`config.mk`:
```
export PLATFORM = sky130hd
export DESIGN_NAME = bmo_demod
export DESIGN_NICKNAME = d
export VERILOG_FILES = /design/src/rtl/bmo_pkg.sv /design/src/rtl/bmo_peak_pick.sv /design/src/rtl/bmo_word_pack.sv /design/src/rtl/bmo_serializer.sv /design/src/rtl/bmo_demod.sv
export SDC_FILE = /design/constraint.sdc
export NUM_CORES = 1
export LEC_CHECK = 0
export BUFFER_PORTS_ARGS = -buffer_cell sky130_fd_sc_hd__buf_2
export CORE_MARGIN = 1
export CORE_UTILIZATION = 40
export CTS_CLUSTER_SIZE = 14
export DETAILED_ROUTE_END_ITERATION = 6
export GPL_ROUTABILITY_DRIVEN = 0
export PLACE_DENSITY = 0.7
export SLEW_MARGIN = 0
export SYNTH_ARGS = -nofsm -noshare
export SYNTH_HDL_FRONTEND = slang
export SYNTH_SLANG_ARGS = --single-unit
```
`constraint.sdc`:
```
create_clock -name clk_i -period 1.8 [get_ports clk_i]
set_input_delay 0.27 -clock clk_i [delete_from_list [all_inputs] [get_ports clk_i]]
set_output_delay 0.27 -clock clk_i [all_outputs]
set_load 0.01 [all_outputs]
```
`src/rtl/bmo_pkg.sv`:
```
package bmo_pkg;
  localparam int unsigned N_CORR_DEF = 8;
  localparam int unsigned CORR_W_DEF = 12;

  typedef enum logic {
    RATE_ONE_NIB = 1'b0,
    RATE_TWO_NIB = 1'b1
  } rate_e;
endpackage

```
`src/rtl/bmo_peak_pick.sv`:
```
module bmo_peak_pick #(
  parameter int unsigned N  = 8,
  parameter int unsigned W  = 12,
  localparam int unsigned IW = $clog2(N)
) (
  input  logic [N-1:0][W-1:0] corr_i,
  input  logic                half_i,
  output logic [IW-1:0]       idx_o,
  output logic                neg_o
);
  logic [N-1:0][W-1:0] mag;

  // unsigned magnitude; the most negative code maps onto 2^(W-1)
  for (genvar g = 0; g < N; g++) begin : g_mag
    assign mag[g] = corr_i[g][W-1] ? (~corr_i[g] + 1'b1) : corr_i[g];
  end

  logic [W-1:0]  best_mag;
  logic [IW-1:0] best_idx;

  always_comb begin
    best_mag = mag[0];
    best_idx = '0;
    for (int k = 1; k < N; k++) begin
      // strict compare: ties keep the lower index
      if ((!half_i || (k < N / 2)) && (mag[k] > best_mag)) begin
        best_mag = mag[k];
        best_idx = IW'(k);
      end
    end
  end

  assign idx_o = best_idx;
  assign neg_o = corr_i[best_idx][W-1];
endmodule

```
`src/rtl/bmo_word_pack.sv`:
```
module bmo_word_pack
  import bmo_pkg::*;
#(
  parameter int unsigned IW     = 3,
  localparam int unsigned WORD_W = 2 * (IW + 1),
  localparam int unsigned CNT_W  = $clog2(WORD_W + 1)
) (
  input  logic [IW-1:0]     idx_i_i,
  input  logic              neg_i_i,
  input  logic [IW-1:0]     idx_q_i,
  input  logic              neg_q_i,
  input  logic              hdr_ref_i,
  input  rate_e             rate_i,
  output logic [WORD_W-1:0] word_o,
  output logic [CNT_W-1:0]  nbits_o
);
  logic sgn_i, sgn_q;

  assign sgn_i = neg_i_i ^ hdr_ref_i;
  assign sgn_q = neg_q_i ^ hdr_ref_i;

  always_comb begin
    if (rate_i == RATE_TWO_NIB) begin
      word_o  = {sgn_q, idx_q_i, sgn_i, idx_i_i};
      nbits_o = CNT_W'(WORD_W);
    end else begin
      word_o  = WORD_W'({sgn_q, sgn_i, idx_i_i[IW-2:0]});
      nbits_o = CNT_W'(IW + 1);
    end
  end
endmodule

```
`src/rtl/bmo_serializer.sv`:
```
module bmo_serializer #(
  parameter int unsigned WORD_W = 8,
  localparam int unsigned CNT_W  = $clog2(WORD_W + 1)
) (
  input  logic              clk_i,
  input  logic              rst_ni,
  input  logic              load_req_i,
  input  logic [WORD_W-1:0] word_i,
  input  logic [CNT_W-1:0]  nbits_i,
  output logic              bit_o,
  output logic              bit_valid_o,
  output logic              overrun_o,
  output logic [CNT_W-1:0]  left_o
);
  logic [WORD_W-1:0] shreg_q;
  logic [CNT_W-1:0]  cnt_q;
  logic              accept, refuse;

  assign accept = load_req_i && (cnt_q <= CNT_W'(1));
  assign refuse = load_req_i && (cnt_q >  CNT_W'(1));

  always_ff @(posedge clk_i or negedge rst_ni) begin
    if (!rst_ni) begin
      shreg_q   <= '0;
      cnt_q     <= '0;
      overrun_o <= 1'b0;
    end else begin
      overrun_o <= refuse;
      if (accept) begin
        shreg_q <= word_i;
        cnt_q   <= nbits_i;
      end else if (cnt_q != '0) begin
        shreg_q <= shreg_q >> 1;
        cnt_q   <= cnt_q - 1'b1;
      end
    end
  end

  assign bit_o       = shreg_q[0];
  assign bit_valid_o = (cnt_q != '0);
  assign left_o      = cnt_q;
endmodule

```
`src/rtl/bmo_demod.sv`:
```
module bmo_demod
  import bmo_pkg::*;
#(
  parameter int unsigned N_CORR = N_CORR_DEF,
  parameter int unsigned CORR_W = CORR_W_DEF,
  localparam int unsigned IW     = $clog2(N_CORR),
  localparam int unsigned WORD_W = 2 * (IW + 1),
  localparam int unsigned CNT_W  = $clog2(WORD_W + 1)
) (
  input  logic                          clk_i,
  input  logic                          rst_ni,
  input  logic                          sym_valid_i,
  input  logic [N_CORR-1:0][CORR_W-1:0] corr_i_i,
  input  logic [N_CORR-1:0][CORR_W-1:0] corr_q_i,
  input  logic                          hdr_ref_i,
  input  logic                          wide_mode_i,
  output logic                          bit_o,
  output logic                          bit_valid_o,
  output logic                          overrun_o
);
  rate_e             rate;
  logic [IW-1:0]     idx_i, idx_q;
  logic              neg_i, neg_q;
  logic [WORD_W-1:0] word;
  logic [CNT_W-1:0]  nbits;
  logic [CNT_W-1:0]  bits_left;

  assign rate = wide_mode_i ? RATE_TWO_NIB : RATE_ONE_NIB;

  bmo_peak_pick #(.N(N_CORR), .W(CORR_W)) u_pick_i (
    .corr_i (corr_i_i),
    .half_i (rate == RATE_ONE_NIB),
    .idx_o  (idx_i),
    .neg_o  (neg_i)
  );

  bmo_peak_pick #(.N(N_CORR), .W(CORR_W)) u_pick_q (
    .corr_i (corr_q_i),
    .half_i (rate == RATE_ONE_NIB),
    .idx_o  (idx_q),
    .neg_o  (neg_q)
  );

  bmo_word_pack #(.IW(IW)) u_pack (
    .idx_i_i   (idx_i),
    .neg_i_i   (neg_i),
    .idx_q_i   (idx_q),
    .neg_q_i   (neg_q),
    .hdr_ref_i (hdr_ref_i),
    .rate_i    (rate),
    .word_o    (word),
    .nbits_o   (nbits)
  );

  bmo_serializer #(.WORD_W(WORD_W)) u_ser (
    .clk_i       (clk_i),
    .rst_ni      (rst_ni),
    .load_req_i  (sym_valid_i),
    .word_i      (word),
    .nbits_i     (nbits),
    .bit_o       (bit_o),
    .bit_valid_o (bit_valid_o),
    .overrun_o   (overrun_o),
    .left_o      (bits_left)
  );
endmodule

```
==> results of run 1 <==
==> worst paths after layout <==
check | slack (ps) | endpoint | cells past startpoint
worst min-delay path | 330 | u_ser.overrun_o | 2
worst max register to register | 30 | u_ser.shreg_q[2] | 8
max in group asynchronous | 1100 | u_ser.shreg_q[5] | 2
worst min register to register | 500 | u_ser.shreg_q[7] | 1
worst max-delay path | -13480 | u_ser.shreg_q[3] | 78
min in group asynchronous | 470 | u_ser.left_o[1] | 2
==> cells by family after synthesis <==
group | after synthesis | share of synthesized area [%]
buf+inv | 167 | 6.11
flops | 13 | 3.10
fa+ha+maj | 176 | 20.9
compound gates | 379 | 24.6
simple gates | 502 | 24.1
xor+xnor | 157 | 13.1
mux | 79 | 8.08
==> state kept, by name, indices dropped and copies added, names as in the netlist <==
register         flops
u_ser.shreg_q        8
u_ser.left_o         4
u_ser.overrun_o      1
==> report_power, final <==
part           total, W  switching, W  internal, W
Clock          0.000421      0.000126     0.000295
Sequential     0.000520     0.0000922     0.000428
Combinational    0.0252        0.0123       0.0130
Total            0.0262        0.0125       0.0137
==> cell usage in the layout, fill, tap and decap left out, types with 10 or more instances in the layout <==
| cell | instances |
|---|---|
| nor2_1 | 96 |
| nor2_2 | 10 |
| buf_6 | 17 |
| nor4_1 | 12 |
| xor2_1 | 45 |
| o21ai_1 | 13 |
| mux2_4 | 14 |
| or3_1 | 22 |
| dfrtp_1 | 13 |
| inv_1 | 119 |
| a21o_1 | 46 |
| ha_4 | 22 |
| buf_2 | 193 |
| a21oi_1 | 58 |
| nor3_1 | 27 |
| nand4_1 | 29 |
| mux2_2 | 19 |
| nand2b_1 | 30 |
| or2_4 | 12 |
| o31ai_1 | 34 |
| o21ai_0 | 50 |
| buf_4 | 635 |
| nand2_1 | 138 |
| nand3_1 | 25 |
| xnor2_1 | 106 |
| a21oi_2 | 40 |
| mux2i_1 | 39 |
| ha_1 | 150 |
| nor2b_1 | 23 |
==> stage by stage <==
step / hold WS (ps) / total power, W / setup TNS [ps]
2_1_floorplan: -25.6 / 0.0136 / -91040
3_3_place_gp: 164 / 0.0201 / -94160
3_5_place_dp: 172 / 0.0209 / -97900
4_1_cts: 323 / 0.0233 / -92910
5_1_grt: 327 / 0.0279 / -103850
6_report: 325 / 0.0262 / -99070
==> what timing repair did <==
item	in CTS	in global routing
pin swaps	48	58
hold buffers	1	0
endpoints found under the setup margin	8	8
hold endpoints to repair	13	0
gates resized for setup	95	73
buffers inserted	52	18
cloned	2	2
==> routing by layer <==
layer	GRT usage (%)	vias up	wire length [µm]	part of all wire [%]
met3	3.11	266	2990	6.6
met2	55.2	739	21400	48
met4	13.3	2	2780	6.2
li1	-	7011	-	-
met1	33.9	6919	17900	40
met5	0	-	13	0.029
==> area by class of cell <==
| cell class | instances | area (µm²) |
|---|---|---|
| multi-input combinational | 1295 | 10700 |
| fill | 1809 | 7400 |
| timing repair buffer | 851 | 6020 |
| inverter | 129 | 509 |
| tap | 330 | 413 |
| sequential | 13 | 325 |
| clock buffer | 3 | 75.1 |
| antenna | 3 | 7.51 |
| clock inverter | 1 | 5.00 |
==> reports/qor.yml, run 1 <==
io_buffer_count: 199
drc: 0
drtIter0Drc: 1208
dpl.cell_count: 2544
drv_cap: 0
ant_nets: 0
netlist_area_mm2: 0.0105
core_mm2: 0.0255
ir_worst_vdd_uv: 1230
ioPinCount: 200
drive_gt1_share_pct: 48.0
timing.fmax_mhz: 65.4
crit_buf_inv: 9
critPathArrivalTime_ps: 15400
post-route-util_pct: 70.9
status: "finished, violations left"
startpoint: "corr_i_i[1]"
dr.pass1.iters: 6
start_util_pct: 41.2
path_delay_family: "compound AO/OA/AOI/OAI gates"
place_area_mm2: 0.0166
yosysTopAreaCell: "ha_1"
grt_overflow: 0
ys_ff_latch: 13
die_h_um: 164
post-route-period-util_pct: 849
critPathSlowestCell: "mux4_2"
timing.final.ws_setup_ps: -13480
synth_most_common_cell: "ha_1"
dp_hpwl_um: 32100
hold_violations: 0
finalNonFillerCells: 2625
rsz0062_at_grt: "yes"
setup_viol: 8
p_leak_nw: 9.17
synth.distinct_cells: 84
slowest_delay_ps: 460
clock-sinks: 13
path_class: "input pin to flip-flop"
slew_headroom_pct: 45.0
totalWireLength_um: 45100
post_synth_most_frequent_cells: "ha_1, nand2_1, inv_1, nor2_1, xnor2_1"
grt_max_degree: 22
netlist_instances: 1473
antenna_found_initial: 4
postSynth.asyncResetShare_pct: 100
synth-edff-count: 0
final_cell_area_mm2: 0.0181
cts_buffer_depth: 2
power.density_mw_per_mm2: 1450
dpl_worst_slack_ps: -12830
crit_fanout: 7
final_nets: 2664
grt_pass1_wl_um: 65800
startpoint_type: "input pin"
end_kind: "flip-flop"
viasPerCell: 5.69
min_from: "sym_valid_i"
grt_usage_pct: 29.7
violations: "setup timing"
synth_top_area_share_pct: 20.7
num_rows: 58
cts_tree: "built"
vias: 14900
hp-class: "input pin to flip-flop"
ys.flop_type: "dfrtp_1"
fin_skew_ps: 1.38
ys_seq_area_share_pct: 3.10
cts-buffers-inserted: 3
worst_slew_pin_slew_ps: 817
crit_required_ps: 1920
syn_to_final_growth_pct: 72.1
clkLatencyLatePin_ps: 240
avgSynthCellArea_um2: 7.13
grt_pass1_vias: 14500
maxSlewViolCount: 0
synth_nets: 1844
die_area_mm2: 0.0269
h-tree-depth: 1
yosys_warnings: 0
cts_root_buf: "clkbuf_16"
r2r-start: "u_ser.left_o[0]"
wl_per_cell_um: 17.2
synth_area_leaders: "ha_1, xnor2_1, nand2_1"
die_w_um: 164
period_needed_ps: 15280
clk_pin_slew_worst_paths_ps: 50
No activity file was read; power rests on OpenSTA's default activity.
==> inputs of run 2 (changes only) <==
--- a/config.mk
+++ b/config.mk
@@ -5,7 +5,7 @@
 export SDC_FILE = /design/constraint.sdc
 export NUM_CORES = 1
 export LEC_CHECK = 0
-export BUFFER_PORTS_ARGS = -buffer_cell sky130_fd_sc_hd__buf_2
+export BUFFER_PORTS_ARGS = -buffer_cell sky130_fd_sc_hd__buf_4
 export CORE_MARGIN = 1
 export CORE_UTILIZATION = 40
 export CTS_CLUSTER_SIZE = 14
==> reports/qor.yml, run 2 (synthesis gave the netlist of run 1 again) <==
min_from: "sym_valid_i"  # unchanged
crit_required_ps: 1910  # was 1920 ps
timing.final.ws_setup_ps: -13560  # was -13,480 ps
clk_pin_slew_worst_paths_ps: 40  # was 50 ps
switchingPower_w: 0.0121  # was 0.0125 W
top_register: "u_ser.shreg_q"  # unchanged
path_class: "input pin to flip-flop"  # unchanged
crit_buf_inv: 10  # was 9
r2r-start: "u_ser.left_o[0]"  # unchanged
cts-buffers-inserted: 3  # unchanged
power.density_mw_per_mm2: 1400  # was 1450 mW/mm²
h-tree-depth: 1  # unchanged
violations: "DRC, setup timing"  # was setup timing
grt_pass1_wl_um: 62700  # was 65,800 µm
end_kind: "flip-flop"  # unchanged
slowest_delay_ps: 480  # was 460 ps
grt_pass1_vias: 14100  # was 14,500
power.internal_w: 0.0136  # was 0.0137 W
wl_per_cell_um: 16.5  # was 17.2 µm
hp-class: "input pin to flip-flop"  # unchanged
syn_to_final_growth_pct: 74.2  # was 72.1%
num_rows: 58  # unchanged
critPathArrivalTime_ps: 15480  # was 15,400 ps
worst_slew_pin_slew_ps: 845  # was 817 ps
ir_worst_vdd_uv: 957  # was 1230 µV
hold_violations: 0  # unchanged
ioPinCount: 200  # unchanged
core_mm2: 0.0255  # unchanged
fillCellCount: 1841  # was 1,809
grt_overflow: 0  # unchanged
startpoint_type: "input pin"  # unchanged
post-route-period-util_pct: 853  # was 849%
cts_root_buf: "clkbuf_16"  # unchanged
antenna_found_initial: 1  # was 4
rsz0062_at_grt: "yes"  # unchanged
maxSlewViolCount: 0  # unchanged
drive_gt1_share_pct: 46.7  # was 48.0%
die_h_um: 164  # unchanged
reg2regPathDepth: 8  # unchanged
place_area_mm2: 0.0171  # was 0.0166 mm²
p_seq_share_pct: 2.1  # was 2.0%
combPwrFrac_pct: 96.3  # was 96.4%
register_area_um2: 325  # unchanged
final_cell_mix: "buf_4, ha_1, nand2_1"  # was buf_4, buf_2, ha_1
ant_nets: 0  # unchanged
p_leak_nw: 9.23  # was 9.17 nW
setup_viol: 8  # unchanged
post-route-util_pct: 71.8  # was 70.9%
clock-sinks: 13  # unchanged
io_buffer_count: 199  # unchanged
ff2ff_setup_slack_ps: 50  # was 30 ps
grt_usage_pct: 28.1  # was 29.7%
period_needed_ps: 15360  # was 15,280 ps
vias: 14400  # was 14,900
min_to: "u_ser.overrun_o"  # unchanged
drc: 3  # was 0
r2r-end: "u_ser.shreg_q[2]"  # unchanged
final_cell_area_mm2: 0.0183  # was 0.0181 mm²
clockPowerShare_pct: 1.6  # about the same
slew_headroom_pct: 43.1  # was 45.0%
hold_path_depth: 2  # unchanged
start_util_pct: 41.2  # unchanged
viasPerCell: 5.54  # was 5.69
cts_tree: "built"  # unchanged
dpl.cell_count: 2542  # was 2,544
drv_cap: 0  # unchanged
sw_frac_of_total_pct: 47.1  # was 47.8%
critPathSlowestCell: "or3_1"  # was mux4_2
totalWireLength_um: 43000  # was 45,100 µm
cts_buffer_depth: 2  # unchanged
timing.fmax_mhz: 65.1  # was 65.4 MHz
final_common_cell: "buf_4"  # unchanged
finalNonFillerCells: 2603  # was 2,625
final_nets: 2644  # was 2,664
die_w_um: 164  # unchanged
clkLatencyLatePin_ps: 240  # about the same
largest_reg_flops: 8  # unchanged
drtIter0Drc: 1025  # was 1,208
grt_max_degree: 21  # was 22
die_area_mm2: 0.0269  # unchanged
dr.pass1.iters: 7  # was 6
status: "finished, violations left"  # unchanged
path_delay_family: "compound AO/OA/AOI/OAI gates"  # unchanged
timing.hold.ws_ps: 315  # was 325 ps
multi_input_area_mm2: 0.0106  # was 0.0107 mm²
dp_hpwl_um: 32700  # was 32,100 µm
crit_fanout: 8  # was 7
fin_skew_ps: 0.297  # was 1.38 ps
## run 2: through the flow
stage | TNS [ps] | setup slack, ps | power [W]
6_report | -100400 | -13560 | 0.0257
5_1_grt | -105130 | -14020 | 0.0276
4_1_cts | -94020 | -12200 | 0.0225
3_5_place_dp | -97970 | -12700 | 0.0210
3_3_place_gp | -94470 | -12220 | 0.0201
2_1_floorplan | -91040 | -11930 | 0.0136
## run 2: area by class of cell
cell class                      count  share of cell area (%)
Tap cell                          330                    2.26
Multi-Input combinational cell   1294                    57.8
Timing Repair Buffer              832                    34.9
Clock buffer                        4                   0.431
Sequential cell                    13                    1.78
Inverter                          129                    2.78
Antenna cell                        1                  0.0137
## run 2: worst max path at each step
stage	start	end	slack, ps	cells past startpoint
final	corr_i_i[15]	u_ser.shreg_q[3]	-13560	76
after global routing	corr_i_i[15]	u_ser.shreg_q[3]	-14020	79
after CTS	corr_i_i[15]	u_ser.shreg_q[3]	-12200	84
after detailed placement	corr_i_i[13]	u_ser.shreg_q[3]	-12700	83
after global placement	corr_i_i[15]	u_ser.shreg_q[3]	-12220	81
after floorplan	corr_i_i[13]	u_ser.shreg_q[3]	-11930	81
## run 2: metal layers
metal,track usage [%],vias up,wire length [µm]
li1,-,6952,-
met1,33.5,6706,17200
met2,52.8,579,21400
met3,2.68,191,2350
met4,8.04,0,2070
met5,0,-,0
## run 2: timing repair
item / CTS / global route
pin swaps: 30 / 54
endpoints found under the hold margin: 13 / 0
gates resized for setup: 41 / 94
cloned: 1 / 2
hold buffers: 1 / 0
setup endpoints to repair: 8 / 8
buffers inserted: 27 / 26
## run 2: power groups by stage
stage / logic (W) / registers [W] / clock network [W]
final: 0.0247 / 0.000531 / 0.000414
after global routing: 0.0266 / 0.000545 / 0.000443
after CTS: 0.0215 / 0.000527 / 0.000424
after detailed placement: 0.0205 / 0.000528 / 0
after global placement: 0.0195 / 0.000521 / 0
after floorplan: 0.0130 / 0.000504 / 0
